$ cat config.mk
export PLATFORM = sky130hd
export DESIGN_NAME = pcm_voice_port
export DESIGN_NICKNAME = d
export VERILOG_FILES = /design/src/rtl/pcm_voice_port.sv
export SDC_FILE = /design/constraint.sdc
export NUM_CORES = 1
export LEC_CHECK = 0
export CAP_MARGIN = 20
export CORE_MARGIN = 2
export CORE_UTILIZATION = 54
export DETAILED_ROUTE_END_ITERATION = 16
export PLACE_DENSITY = 0.86
export SLEW_MARGIN = 10
export SYNTH_ARGS = -nofsm -noshare
export SYNTH_HDL_FRONTEND = slang
export SYNTH_SLANG_ARGS = --single-unit
$ cat constraint.sdc
create_clock -name clk -period 2.2 [get_ports clk]
set_input_delay 0.33 -clock clk [delete_from_list [all_inputs] [get_ports clk]]
set_output_delay 0.33 -clock clk [all_outputs]
set_load 0.05 [all_outputs]
$ cat src/rtl/pcm_voice_port.sv
module pcm_voice_port #(
  parameter int NB_HALF = 48,
  parameter int WB_HALF = 24
) (
  input  logic        clk,
  input  logic        rst_n,
  input  logic        master,
  input  logic        wideband,
  input  logic [1:0]  fill_mode,
  input  logic [2:0]  fill_pattern,
  input  logic [12:0] tx_sample,
  input  logic        tx_valid,
  output logic [12:0] rx_sample,
  output logic        rx_valid,
  output logic        rx_slot,
  output logic        tx_underrun,
  output logic        pcm_clk_o,
  output logic        pcm_fs_o,
  input  logic        pcm_clk_i,
  input  logic        pcm_fs_i,
  output logic        pcm_dout,
  input  logic        pcm_din
);
  localparam int MAXH = (NB_HALF > WB_HALF) ? NB_HALF : WB_HALF;
  localparam int CW = $clog2(MAXH + 1);
  localparam logic [CW-1:0] NB_H = CW'(NB_HALF);
  localparam logic [CW-1:0] WB_H = CW'(WB_HALF);

  logic [CW-1:0] div_cnt, half_cur;
  logic          bclk, fs_r;
  logic [2:0]    ck_s, fs_s;
  logic [4:0]    pos;
  logic [15:0]   tx_word;
  logic [12:0]   tx_hold;
  logic          tx_full;
  logic [11:0]   rx_sr;
  logic [2:0]    spare;

  wire        m_tick  = master && (div_cnt == half_cur - 1'b1);
  wire        rise_ev = master ? (m_tick && !bclk) : (ck_s[1] && !ck_s[2]);
  wire        fall_ev = master ? (m_tick && bclk)  : (!ck_s[1] && ck_s[2]);
  wire        fs_in   = master ? fs_r : fs_s[1];
  wire [4:0]  pos_nxt = fs_in ? 5'd0 : pos + 5'd1;
  wire [4:0]  tx_pos  = pos + 5'd1;
  wire        load    = fall_ev && (tx_pos[3:0] == 4'd0);
  wire [12:0] tx_data = tx_full ? tx_hold : 13'd0;

  always_comb
    case (fill_mode)
      2'd0:    spare = 3'b000;
      2'd1:    spare = 3'b111;
      2'd2:    spare = {3{tx_data[12]}};
      default: spare = fill_pattern;
    endcase

  wire [15:0] slot_word = {tx_data, spare};

  assign pcm_clk_o = master & bclk;
  assign pcm_fs_o  = master & fs_r;

  always_ff @(posedge clk) begin
    if (!rst_n) begin
      div_cnt     <= '0;
      half_cur    <= NB_H;
      bclk        <= 1'b1;
      fs_r        <= 1'b0;
      ck_s        <= '0;
      fs_s        <= '0;
      pos         <= 5'd31;
      tx_word     <= '0;
      tx_hold     <= '0;
      tx_full     <= 1'b0;
      rx_sr       <= '0;
      rx_sample   <= '0;
      rx_valid    <= 1'b0;
      rx_slot     <= 1'b0;
      tx_underrun <= 1'b0;
      pcm_dout    <= 1'b0;
    end else begin
      ck_s     <= {ck_s[1:0], pcm_clk_i};
      fs_s     <= {fs_s[1:0], pcm_fs_i};
      rx_valid <= 1'b0;
      if (master) div_cnt <= m_tick ? '0 : div_cnt + 1'b1;
      if (m_tick) bclk <= !bclk;

      if (rise_ev) begin
        pos   <= pos_nxt;
        rx_sr <= {rx_sr[10:0], pcm_din};
        if (pos_nxt[3:0] == 4'd12) begin
          rx_sample <= {rx_sr, pcm_din};
          rx_valid  <= 1'b1;
          rx_slot   <= pos_nxt[4];
        end
      end

      if (fall_ev) begin
        if (load) begin
          tx_word  <= slot_word;
          pcm_dout <= slot_word[15];
          if (!tx_full) tx_underrun <= 1'b1;
        end else begin
          pcm_dout <= tx_word[~tx_pos[3:0]];
        end
        if (master) begin
          fs_r <= (tx_pos == 5'd0);
          if (tx_pos == 5'd0) half_cur <= wideband ? WB_H : NB_H;
        end
      end

      if (load) tx_full <= 1'b0;
      if (tx_valid) begin
        tx_hold <= tx_sample;
        tx_full <= 1'b1;
      end
    end
  end
endmodule

==> results.yml <==
outcome:
  outcome: "completed"
drt:
  wl_met1_um: 2960
  avgRoutedWirePerCell_um: 13.6
  dr.first_iter.drc_count: 116
  first_pass_iters: 4
  wl_um: 6330
  wl_met2_um: 3070
  drc: 0
  top_layer: "met4"
  wl_met3_um: 146
  viasPerCell: 5.39
  drtAntennaViolNets: 0
  vias: 2507
power:
  p_sw_share_pct: 21.7
  power_frac_clock_pct: 41.2
  power_frac_comb_pct: 7.8
  power_switching_uw: 629
  ir_worst_vdd_mv: 0.408
  seqPwrFrac_pct: 51.0
  p_leak_nw: 1.63
  p_per_area_nw_per_um2: 702
  internal-power_mw: 2.28
die:
  top_level_ports: 45
  die_x_um: 82.7
  die_y_um: 82.7
  die-area_um2: 6830
  fp-row-count: 28
  start_util_pct: 56.1
  core_um2: 5960
cells_and_area:
  diodes: 0
  fillers: 471
  area_growth_pct: 23.7
  layout_commonest_cell: "dfxtp_1"
  nNetsFinal: 414
  drive_gt1_share_pct: 10.3
  stdcell_area_um2: 4140
  mostFrequentLayoutCells: "dfxtp_1 (79), nand2_1 (41), mux2i_1 (41), clkdlybuf4s50_1 (41), nand3_1 (33)"
sta:
  tightest_slew_ns: 0.508
  skew_ns: 0.00972
  timing.final.crit_period_ns: 1.96
  finalHoldViolCount: 0
  max-slew-margin-rel_pct: 66.0
  tns_ns: 0
  slew_violations: 0
  finalCritPeriodShare_pct: 89.3
  fmax_ghz: 0.509
  rsz0062_at_grt: "no"
  setup-violations-final: 0
clocking:
  clkTransAtPathRegs_ns: 0.08
  clockRootBuffer: "clkbuf_8"
  cts_tree: "built"
  holdBufCountCts: 0
  cts_sinks: 79
  post_cts_buffers: 0
  clk_path_buf_depth: 2
  clock_latency_ns: 0.34
  cts_buffers: 9
  htreeDepth: 3
  cts.repair.resized: 0
global_routing:
  grt_antenna_before_repair: 0
  grt_pass1_wl_um: 10800
  grt-ovfl-total: 0
  grt_max_degree: 86
  grt.total_usage_pct: 20.6
  grt_pass1_vias: 2451
worst_setup_path:
  crit_type: "reg -> reg"
  reg2reg_to: "pcm_dout"
  path_max_fanout: 4
  arrival_ns: 2.20
  reg2reg_depth: 6
  crit_required_ns: 2.43
  rr_startpoint: "pos[0]"
  r2r_slack_ns: 0.24
  worstSetupEndpointType: "flop"
  cp-start-kind: "flop"
hold_path:
  holdPathEnd: "bclk"
  hold_path_class: "in -> reg"
  hp-start: "rst_n"
  worstHoldPathCells: 2
placed_design:
  port_buffers: 44
  place.gp.congestion: 0.784
  placed_area_um2: 3910
  dp_hpwl_um: 4400
yosys:
  synth.distinct_cells: 45
  ys_seq_area_share_pct: 47.3
  avgSynthCellArea_um2: 9.71
  syn-instance-count: 344
  async_reset_ff_share_pct: 0
  syn_area_um2: 3340
  synth_edf_count: 0
  ys.flop_type: "dfxtp_1"
  synth_top_cell_by_area: "dfxtp_1"
  yosysTopAreaCellShare_pct: 47.3
  synth.area.top_cells: "dfxtp_1 (47%), mux2i_1 (12%), nor2b_1 (5.2%), nand3_1 (4.9%), nand2_1 (4.6%)"
  synth_nets: 373
  synth_seq_cells: 79
  yosys_warnings: 0
job:
  cap_violations: 0
[cells by family after synthesis]
logic type	Yosys count	share of synthesized area, %
and+or+nand+nor	134	20.8
DFF	79	47.3
muxes	47	15.6
xor gates and xnor gates	10	2.62
adders and majority gates	3	1.12
buffers and inverters	28	3.59
AOI/OAI and AO/OA	43	8.91
[registers in the layout (all words and copies together) (netlist names)]
register,flops
tx_word,16
rx_sample,13
tx_hold,13
rx_sr,12
div_cnt,6
pos,5
ck_s,3
fs_s,2
half_cur,2
bclk,1
fs_r,1
pcm_dout,1
rx_slot,1
rx_valid,1
tx_full,1
tx_underrun,1
[routing by layer]
metal  global-route usage (%)  up-vias
met4                     10.8        0
met5                        0        -
met1                     25.8     1183
met2                     34.4       37
li1                         -     1275
met3                     3.26       12
[how the worst max path moves through the flow]
stage / start / endpoint / slack (ns) / cells after the start
floorplan: pos[1] / pcm_dout / 0.18 / 6
global placement: master / rx_sample[7] / 0.09 / 7
detailed placement: master / rx_sample[1] / 0.02 / 7
CTS: div_cnt[0] / rx_sample[1] / 0.23 / 7
global route: div_cnt[0] / rx_slot / 0.11 / 7
finish: pos[0] / pcm_dout / 0.24 / 6
[critical path, cell delays in order, from the launching register on]
cell,delay [ns]
dfxtp_1,0.35
ha_1,0.18
xor2_1,0.39
mux4_2,0.56
mux2i_1,0.14
mux2_2,0.17
a21oi_1,0.06
[synth_stat cells, types with 2 or more instances]
library cell,count
nand3_1,33
mux2i_1,41
xnor2_1,5
nand2_1,41
o311ai_0,4
buf_2,3
a21oi_1,2
dfxtp_1,79
mux4_2,4
o21ai_0,21
nor2b_1,28
clkbuf_1,19
ha_1,3
nand4_1,2
nor2_1,12
a31oi_1,2
inv_1,4
and2_1,9
xor2_1,5
mux2_2,2
[cell type report]
type                    instances  area, µm²  area share (%)
multi-input cells             237       1640            39.7
flip-flops and latches         79       1580            38.2
repair buffers                 54        581            14.0
clock buffers                  13        159            3.84
well taps                      75       93.8            2.27
clock inverters                 3       65.1            1.57
inverters                       4       15.0           0.363
[power groups by stage]
stage / Combinational, mW / Sequential (mW) / Clock [mW]
4_1_cts: 0.227 / 1.48 / 1.21
2_1_floorplan: 0.144 / 1.51 / 0
3_5_place_dp: 0.226 / 1.51 / 0
5_1_grt: 0.248 / 1.48 / 1.27
6_report: 0.226 / 1.48 / 1.20
3_3_place_gp: 0.220 / 1.51 / 0
[metrics by stage]
stage          total power [mW]  setup WS [ns]  utilization, %  hold slack (ns)  instances
2_1_floorplan              1.65          0.180               -            0.412        344
3_5_place_dp               1.74         0.0173            65.7            0.426        449
6_report                   2.90          0.236            69.4            0.357        465
4_1_cts                    2.92          0.228            69.4            0.351        465
3_3_place_gp               1.73         0.0907            65.7            0.418        449
5_1_grt                    3.00          0.105            69.4            0.389        465
Note: power is estimated with default switching activity, not from simulation.
